$ cat src/rtl/por_escape_pkg.sv
package por_escape_pkg;

   typedef enum logic [1:0] {
      PD_IDLE  = 2'd0,
      PD_ARMED = 2'd1,
      PD_CLKHI = 2'd2,
      PD_HOLD  = 2'd3
   } pd_state_e;

   localparam int BYTE_W = 8;

   function automatic logic [7:0] preset_mask_of(input int idx);
      case (idx)
         0, 1:              return 8'hFF;
         2, 9, 10, 11, 12:  return 8'h80;
         13, 14:            return 8'h83;
         default:           return 8'h00;
      endcase
   endfunction

   function automatic logic [7:0] preset_val_of(input int idx);
      case (idx)
         0:                 return 8'h08;
         2, 9, 10, 11, 12:  return 8'h80;
         13:                return 8'h80;
         14:                return 8'h03;
         default:           return 8'h00;
      endcase
   endfunction

   function automatic int ceil_div(input int num, input int den);
      return (num + den - 1) / den;
   endfunction

endpackage

$ cat src/rtl/por_sync2.sv
module por_sync2 #(
   parameter int WIDTH = 2
) (
   input  logic             clk,
   input  logic             rst_n,
   input  logic [WIDTH-1:0] din,
   output logic [WIDTH-1:0] dout
);
   genvar gi;
   generate
      for (gi = 0; gi < WIDTH; gi++) begin : g_bit
         logic [1:0] stage_q;
         always_ff @(posedge clk or negedge rst_n) begin
            if (!rst_n) stage_q <= 2'b11;
            else        stage_q <= {stage_q[0], din[gi]};
         end
         assign dout[gi] = stage_q[1];
      end
   endgenerate
endmodule

$ cat src/rtl/por_age_timer.sv
module por_age_timer #(
   parameter int BLANK_CNT = 32000,
   parameter int OSC_CNT   = 2000000
) (
   input  logic clk,
   input  logic rst_n,
   output logic blank_done,
   output logic osc_done
);
   localparam int TOP_CNT = (BLANK_CNT > OSC_CNT) ? BLANK_CNT : OSC_CNT;
   localparam int AW      = $clog2(TOP_CNT + 1);
   localparam logic [AW-1:0] TOP_V   = AW'(TOP_CNT);
   localparam logic [AW-1:0] BLANK_V = AW'(BLANK_CNT);
   localparam logic [AW-1:0] OSC_V   = AW'(OSC_CNT);

   logic [AW-1:0] age_q;

   always_ff @(posedge clk or negedge rst_n) begin
      if (!rst_n)              age_q <= '0;
      else if (age_q != TOP_V) age_q <= age_q + 1'b1;
   end

   always_ff @(posedge clk or negedge rst_n) begin
      if (!rst_n) begin
         blank_done <= 1'b0;
         osc_done   <= 1'b0;
      end else begin
         if (age_q >= BLANK_V) blank_done <= 1'b1;
         if (age_q >= OSC_V)   osc_done   <= 1'b1;
      end
   end
endmodule

$ cat src/rtl/por_pattern_fsm.sv
module por_pattern_fsm
   import por_escape_pkg::*;
#(
   parameter int PULSE_CNT = 2,
   parameter int HOLD_CNT  = 8
) (
   input  logic clk,
   input  logic rst_n,
   input  logic armed,
   input  logic sda,
   input  logic scl,
   output logic hit
);
   localparam int MAXC = (PULSE_CNT > HOLD_CNT) ? PULSE_CNT : HOLD_CNT;
   localparam int CW   = $clog2(MAXC + 2);
   localparam logic [CW-1:0] CSAT    = CW'(MAXC + 1);
   localparam logic [CW-1:0] PULSE_V = CW'(PULSE_CNT);
   localparam logic [CW-1:0] HOLD_V  = CW'(HOLD_CNT);

   pd_state_e     st_q, st_n;
   logic [CW-1:0] cnt_q, cnt_n, cnt_inc;

   assign cnt_inc = (cnt_q == CSAT) ? cnt_q : cnt_q + 1'b1;

   always_comb begin
      st_n  = st_q;
      cnt_n = cnt_inc;
      hit   = 1'b0;
      if (!armed) begin
         st_n = PD_IDLE;
      end else begin
         unique case (st_q)
            PD_IDLE:  if (!sda && !scl) st_n = PD_ARMED;
            PD_ARMED: begin
               if (sda)      st_n = PD_IDLE;
               else if (scl) begin
                  st_n  = PD_CLKHI;
                  cnt_n = CW'(1);
               end
            end
            PD_CLKHI: begin
               if (sda) st_n = PD_IDLE;
               else if (!scl) begin
                  if (cnt_q >= PULSE_V) begin
                     st_n  = PD_HOLD;
                     cnt_n = CW'(1);
                  end else begin
                     st_n = PD_IDLE;
                  end
               end
            end
            PD_HOLD: begin
               if (scl) st_n = PD_IDLE;
               else if (sda) begin
                  st_n = PD_IDLE;
                  hit  = (cnt_q >= HOLD_V);
               end
            end
            default: st_n = PD_IDLE;
         endcase
      end
   end

   always_ff @(posedge clk or negedge rst_n) begin
      if (!rst_n) begin
         st_q  <= PD_IDLE;
         cnt_q <= '0;
      end else begin
         st_q  <= st_n;
         cnt_q <= cnt_n;
      end
   end
endmodule

$ cat src/rtl/por_preset_table.sv
module por_preset_table
   import por_escape_pkg::*;
#(
   parameter int NUM_REGS = 16
) (
   output logic [NUM_REGS*BYTE_W-1:0] val,
   output logic [NUM_REGS*BYTE_W-1:0] mask
);
   genvar gr;
   generate
      for (gr = 0; gr < NUM_REGS; gr++) begin : g_reg
         assign val [gr*BYTE_W +: BYTE_W] = preset_val_of(gr);
         assign mask[gr*BYTE_W +: BYTE_W] = preset_mask_of(gr);
      end
   endgenerate
endmodule

$ cat src/rtl/por_escape_ctl.sv
module por_escape_ctl
   import por_escape_pkg::*;
#(
   parameter int CLK_PER_US = 4,
   parameter int BLANK_US   = 8000,
   parameter int OSC_US     = 500000,
   parameter int PULSE_NS   = 500,
   parameter int HOLD_NS    = 2000,
   parameter int NUM_REGS   = 16
) (
   input  logic                  clk,
   input  logic                  por_n,
   input  logic                  sda_pin,
   input  logic                  scl_pin,
   input  logic                  testc_wr,
   input  logic                  testc_din,
   output logic                  core_rst,
   output logic                  ovr_active,
   output logic [NUM_REGS*8-1:0] preset_val,
   output logic [NUM_REGS*8-1:0] preset_mask
);
   localparam int BLANK_CNT = BLANK_US * CLK_PER_US;
   localparam int OSC_CNT   = OSC_US * CLK_PER_US;
   localparam int PULSE_CNT = ceil_div(PULSE_NS * CLK_PER_US, 1000);
   localparam int HOLD_CNT  = ceil_div(HOLD_NS * CLK_PER_US, 1000);

   generate
      if (CLK_PER_US < 1)   begin : g_bad_rate  $error("CLK_PER_US must be at least 1"); end
      if (PULSE_CNT < 1)    begin : g_bad_pulse $error("pulse minimum rounds to zero");  end
      if (OSC_CNT < 1)      begin : g_bad_osc   $error("start-up count must be nonzero"); end
      if (NUM_REGS < 15)    begin : g_bad_regs  $error("NUM_REGS must cover the preset registers"); end
   endgenerate

   logic [1:0] por_q;
   logic       rst_n;
   always_ff @(posedge clk or negedge por_n) begin
      if (!por_n) por_q <= 2'b00;
      else        por_q <= {por_q[0], 1'b1};
   end
   assign rst_n = por_q[1];

   logic [1:0] pins_s;
   por_sync2 #(.WIDTH(2)) u_pins (
      .clk  (clk),
      .rst_n(rst_n),
      .din  ({scl_pin, sda_pin}),
      .dout (pins_s)
   );

   logic blank_done, osc_done;
   por_age_timer #(.BLANK_CNT(BLANK_CNT), .OSC_CNT(OSC_CNT)) u_age (
      .clk       (clk),
      .rst_n     (rst_n),
      .blank_done(blank_done),
      .osc_done  (osc_done)
   );

   logic testc_q, ovr_q, armed, hit;
   assign armed = blank_done && testc_q && !ovr_q;

   por_pattern_fsm #(.PULSE_CNT(PULSE_CNT), .HOLD_CNT(HOLD_CNT)) u_fsm (
      .clk  (clk),
      .rst_n(rst_n),
      .armed(armed),
      .sda  (pins_s[0]),
      .scl  (pins_s[1]),
      .hit  (hit)
   );

   always_ff @(posedge clk or negedge rst_n) begin
      if (!rst_n) begin
         testc_q <= 1'b1;
         ovr_q   <= 1'b0;
      end else begin
         if (testc_wr) testc_q <= testc_din;
         if (testc_wr && !testc_din) ovr_q <= 1'b0;
         else if (hit)               ovr_q <= 1'b1;
      end
   end

   assign ovr_active = ovr_q;
   assign core_rst   = !rst_n || (!osc_done && !ovr_q);

   por_preset_table #(.NUM_REGS(NUM_REGS)) u_tbl (
      .val (preset_val),
      .mask(preset_mask)
   );
endmodule

$ cat config.mk
export PLATFORM = sky130hd
export DESIGN_NAME = por_escape_ctl
export DESIGN_NICKNAME = d
export VERILOG_FILES = /design/src/rtl/por_escape_pkg.sv /design/src/rtl/por_sync2.sv /design/src/rtl/por_age_timer.sv /design/src/rtl/por_pattern_fsm.sv /design/src/rtl/por_preset_table.sv /design/src/rtl/por_escape_ctl.sv
export SDC_FILE = /design/constraint.sdc
export NUM_CORES = 1
export LEC_CHECK = 0
export BUFFER_PORTS_ARGS = -buffer_cell sky130_fd_sc_hd__buf_2
export CORE_AREA = 2 2 103 105
export CTS_CLUSTER_DIAMETER = 80
export DETAILED_ROUTE_END_ITERATION = 8
export DIE_AREA = 0 0 105 107
export PLACE_DENSITY_LB_ADDON = 0.15
export SYNTH_ARGS = -nofsm -noshare
export SYNTH_HDL_FRONTEND = slang
export SYNTH_SLANG_ARGS = --single-unit
$ cat constraint.sdc
create_clock -name clk -period 2.35 [get_ports clk]
set_input_delay 0.705 -clock clk [delete_from_list [all_inputs] [get_ports clk]]
set_output_delay 0.705 -clock clk [all_outputs]
set_load 0.02 [all_outputs]
After elaboration in Yosys (flattened, before gate mapping)
Index checks and enable logic that the tools add are counted.
- $add $sub $neg: 2
- order comparisons: 4
- eq/ne operators: 9
- mux-type cells: 24
- reduce and logical (&&, ||, !) cells: 15
- operator list (cell ; number):
    2-to-1 mux 4 bit ; 7
    adder 21 x 1 -> 21 bit (second input constant) ; 1
    >= comparator 21 x 15 -> 1 bit (second input constant) ; 1
    >= comparator 21 bit (second input constant) ; 1
    inequality test 21 bit (second input constant) ; 1
    2-to-1 mux 2 bit ; 9
    inequality test 4 bit (second input constant) ; 3
    one-hot mux 2 bit (4 select lines) ; 1
    one-hot mux 4 bit (2 select lines) ; 1
    logical NOT 1 bit ; 6
    2-to-1 mux 1 bit ; 6
    logical AND 1 bit ; 5
    adder 4 x 1 -> 4 bit (second input constant) ; 1
    == test 2 bit (second input constant) ; 2
    == test 4 bit (second input constant) ; 1
    >= comparator 4 x 2 -> 1 bit (second input constant) ; 1
    >= comparator 4 bit (second input constant) ; 1
    AND reduction 4 bit ; 1
    inequality test 3 bit (second input constant) ; 1
    == test 2 x 1 -> 1 bit (second input constant) ; 1
    logical NOT 2 bit ; 1
    nonzero test 2 bit ; 1
    logical OR 1 bit ; 1
- register bits after elaboration: 37
- bits of input ports: 6
- output and inout port bits: 258
- word-level logic and storage cells: 64

Logic depth before layout (Yosys ltp)
- depth in word-level cells: 7
- depth in mapped cells: 6
- depth with buffers taken out: 6

Cells and area by module
A second synthesis with hierarchy kept.
- cell total of the unflattened synthesis: 428
- area, all modules: 3786.1 um^2
- modules (own cells, without submodules) (module ; times used ; cells each ; area each (um^2) ; sequential area each (um^2)):
    por_preset_table ; 1 ; 258 ; 1929.4 ; 0.0
    por_age_timer ; 1 ; 99 ; 1104.8 ; 575.6
    por_pattern_fsm ; 1 ; 53 ; 486.7 ; 150.1
    por_escape_ctl ; 1 ; 12 ; 145.1 ; 101.3
    por_sync2 ; 1 ; 6 ; 120.1 ; 105.1

Worst setup path before layout
Ideal clock, no wire load.
- path kind: register to output
- start point: register por_q[1]
- end point: output port core_rst
- arrival: 1581 ps
- required time: 1645 ps
- path slack: 64 ps
- stages on the path, launching flop included: 2
- path buffers: 0
- cells stage by stage: dfrtp_1 > o21ai_0
- word-level cells in the longest chain between the ends: 2
- ends and longest elaborated chain (element ; line ; RTL):
    start, declared ; por_escape_ctl.sv:34 ; logic [1:0] por_q;
    start signal, assigned ; por_escape_ctl.sv:38 ; else por_q <= {por_q[0], 1'b1};
    logical NOT 1 bit (no source line) ; -- ;
    logical OR 1 bit ; por_escape_ctl.sv:82 ; assign core_rst = !rst_n || (!osc_done && !ovr_q);
    end, declared ; por_escape_ctl.sv:17 ; output logic core_rst,
No other way between the ends.

Final worst setup path
- start point: register ovr_q (netlist: ovr_active)
- end point: output port core_rst
- word-level cells in the longest chain between the ends: 3
- ends and longest elaborated chain (element ; line ; RTL):
    start, declared ; por_escape_ctl.sv:58 ; logic testc_q, ovr_q, armed, hit;
    start signal, assigned ; por_escape_ctl.sv:73 ; ovr_q <= 1'b0;
    start signal, assigned ; por_escape_ctl.sv:76 ; if (testc_wr && !testc_din) ovr_q <= 1'b0;
    start signal, assigned ; por_escape_ctl.sv:77 ; else if (hit) ovr_q <= 1'b1;
    logical NOT 1 bit ; por_escape_ctl.sv:82 ;
    logical AND 1 bit ; por_escape_ctl.sv:82 ;
    logical OR 1 bit ; por_escape_ctl.sv:82 ;
No other way between the ends.

==> summary.txt <==
Final layout
  • Most frequent standard cell in the layout excluding fill and tap cells: sky130_fd_sc_hd__conb_1
  • # diodes: 0
  • Share of layout cells above drive strength 1: between 6 and 7%
  • Filler Cells Inserted: 1099
  • Multi-input gate area in the final layout: ~1800 µm²
  • Area Growth Syn to Fin: -16.9%
  • Area taken by flip-flops and latches: 932 µm²
  • Number of non-filler instances in the completed layout: around 570
  • Number of nets at the end of the flow: about 450
  • Commonest cells after routing, fill and taps aside: sky130_fd_sc_hd__conb_1 (257), sky130_fd_sc_hd__dfrtp_1 (32), sky130_fd_sc_hd__nor2_1 (14)

Place
  • Input/output buffers: 7
  • DP Worst Slack: 0.520 ns
  • Global placement routability congestion: between 0.7 and 0.8
  • Total half-perimeter wirelength after legalization and detailed placement: 3860 µm
  • Cell Count Post-Placement: approximately 570

Synthesis
  • Proportion of synthesized flip-flops having asynchronous set or reset: between 90% and 100%
  • Number of unique standard cell types used by synthesis: 40
  • Synthesized flop and latch total: 37
  • Count of synthesis-stage warnings from yosys: 0
  • Register area share after synthesis: 25.0%
  • Average instance area after synthesis: approximately 9 µm²
  • Synthesized instance count: between 400 and 500
  • Post-Synthesis Cell Area: about 3700 µm²
  • Number of enable-type register cells in the synthesized netlist: 0
  • Most common flop cell mapped by yosys: sky130_fd_sc_hd__dfrtp_1

Critical path
  • Critical setup path kind: flop to output port
  • RR Startpoint: u_age.age_q[0]$_DFFE_PN0N_
  • Crit path capture: core_rst
  • Critical Path Sink Type: output port
  • CP Data Arrival Time: 1.20 ns
  • Largest fanout of any net on the critical path: 4
  • Cell depth of the worst flop-to-flop path: 6
  • Reg-to-reg setup timing slack: between 0.5 and 0.6 ns
  • Crit start category: flop
  • Data required time of the critical path: about 1.6 ns
  • Destination of the worst register-to-register timing path: u_age.age_q[1]$_DFFE_PN0N_
  • Worst setup path startpoint: ovr_active$_DFFE_PN0P_

Floorplanning
  • Count of boundary I/O pins: about 260
  • Placeable core region: 10100 µm²
  • Die ar.: ~11000 µm²
  • # rows: 37
  • Die extent in y: approximately 110 µm
  • Initial cell density of the core: between 30% and 40%
  • Width of the chip: 105 µm

CTS
  • CTS H-tree lvls: 2
  • Clock tree from TritonCTS: done
  • Number of buffers added for setup after CTS: 0
  • CTS Root Buffer Type: sky130_fd_sc_hd__clkbuf_8
  • Count of clock tree sinks: 37
  • Resized cells post-CTS: 0
  • Total clock buffers created by CTS: 5
  • Clock transition at the registers of the reported paths: 0.08 ns
  • Hold-fix buffer count after cts: 0
  • Clock latency on the worst-skew pair: between 0.2 and 0.3 ns
  • Worst-case clock buffer depth: 2

Timing
  • Setup slack of the critical path after layout: between 0.4 and 0.5 ns
  • Final hold violation count: 0
  • Unrepaired setup endpoints after global routing: false
  • Post-route minimum period: about 1.9 ns
  • Count of endpoints failing setup in the final report: 0
  • Count of final max-slew check failures: 0
  • Max Freq: around 0.52 GHz
  • Final Cycle Share: 81.1%
  • Final total negative setup slack: 0 ns
  • Worst-case clock skew: between 0.003 and 0.004 ns
  • Worst hold margin: 0.187 ns

Route
  • Detailed-route via count: 1850
  • Length of the first detailed-routing pass in iterations: 4
  • Total routed wirelength: between 4000 and 5000 µm
  • Post-route DRC violation count: 0
  • Vias per cell: ~3.2
  • Antenna violation net count after detailed routing: 0
  • Count of routing violations after the opening detailed-route iteration: 43
  • Routed length per placed instance: around 8.1 µm

Job
  • Max-capacitance violation count: 0

Power and ir drop
  • Leakage Power: roughly 0.0017 µW
  • PD cells: about 520 nW/µm²
  • Worst IR Drop VDD: between 0.2 and 0.25 mV

Outcome
  • Run status: complete, no violations

GRT
  • Via count of the first global-routing pass: 1391
  • First-pass GRT wire length: around 6600 µm
  • Largest net degree at the start of global routing: 36
  • Initial antenna violation count: 0
  • Total global routing track utilization: 7.34%
  • Total overflow reported by the global router: 0

Min path
  • Classification of the worst-slack hold path: input port to async pin
[per-stage QoR]
step / total power, µW / utilization [%] / area, µm²
2_1_floorplan: 1360 / - / 4690
3_5_place_dp: 1040 / 29.5 / 2980
4_1_cts: 1630 / 30.7 / 3100
5_1_grt: 1690 / 30.7 / 3100
3_3_place_gp: 1040 / 29.5 / 2980
6_report: 1620 / 30.7 / 3100
[logic make-up (layout without fill, tap and decap cells)]
logic type,count (synthesis),in the layout,share of synthesized area (%)
other,2,257,0.201
adder cells (fa/ha/maj),9,9,3.02
AO/OA/AOI/OAI,19,19,3.46
buffers and inverters,267,27,52.6
XOR/XNOR,22,22,5.17
multiplexers,4,4,1.17
flip-flops,37,37,25.0
AND/OR/NAND/NOR,62,62,9.36
[Yosys cell counts, drive strengths merged, types with 3 or more instances]
cell type,instances,share of area [%]
ha,9,3.0
a21oi,3,0.40
xor2,9,2.1
nand2,10,1.0
inv,11,1.1
or3,4,0.67
xnor2,13,3.1
dfrtp,32,21
nand4,7,1.3
o21ai,5,0.67
nand3,8,1.1
buf,256,52
dfstp,5,3.5
o31ai,3,0.60
nor3,7,1.2
mux2,3,0.91
nor2,14,1.4
[metal layers]
layer | global-route usage (%) | routed length (µm) | up-vias
met5 | 0 | 0 | -
li1 | - | - | 860
met2 | 12.5 | 2540 | 103
met3 | 2.19 | 373 | 2
met1 | 9.05 | 1740 | 885
met4 | 2.00 | 16 | 0
[critical path: stages (launching register included)]
cell and delay (ns):
sky130_fd_sc_hd__dfrtp_1 0.44, sky130_fd_sc_hd__o21ai_0 0.25, sky130_fd_sc_hd__buf_2 0.22
[worst min path at each step]
stage	from	endpoint	slack, ns	cells after the start
2_1_floorplan	por_q[0]$_DFF_PN0_	por_q[1]$_DFF_PN0_	0.33	0
3_3_place_gp	por_q[0]$_DFF_PN0_	por_q[1]$_DFF_PN0_	0.34	0
3_5_place_dp	por_q[0]$_DFF_PN0_	por_q[1]$_DFF_PN0_	0.34	0
4_1_cts	por_n	por_q[0]$_DFF_PN0_	0.17	1
5_1_grt	por_n	por_q[0]$_DFF_PN0_	0.17	1
6_report	por_n	por_q[0]$_DFF_PN0_	0.19	1
[power by group]
group	internal, µW	total [µW]	switching, µW
logic	8.05	389	381
registers	647	653	5.48
clock network	345	576	231
[cell type report]
class / count / share of cell area, %
inverters: 11 / 1.33
clock inverters: 2 / 1.21
repair buffers: 8 / 1.37
clock buffers: 6 / 2.67
well taps: 136 / 5.49
flip-flops and latches: 37 / 30.1
multi-input cells: 373 / 57.8
[sequential cells by signal, indices dropped and copies added, names as in the netlist]
signal,cells
u_age.age_q,21
u_fsm.cnt_q,4
u_age.blank_done,1
ovr_active,1
u_pins.g_bit.stage_q,4
testc_q,1
por_q,2
u_age.osc_done,1
u_fsm.st_q,2
Power figures use the tool's default switching activity.
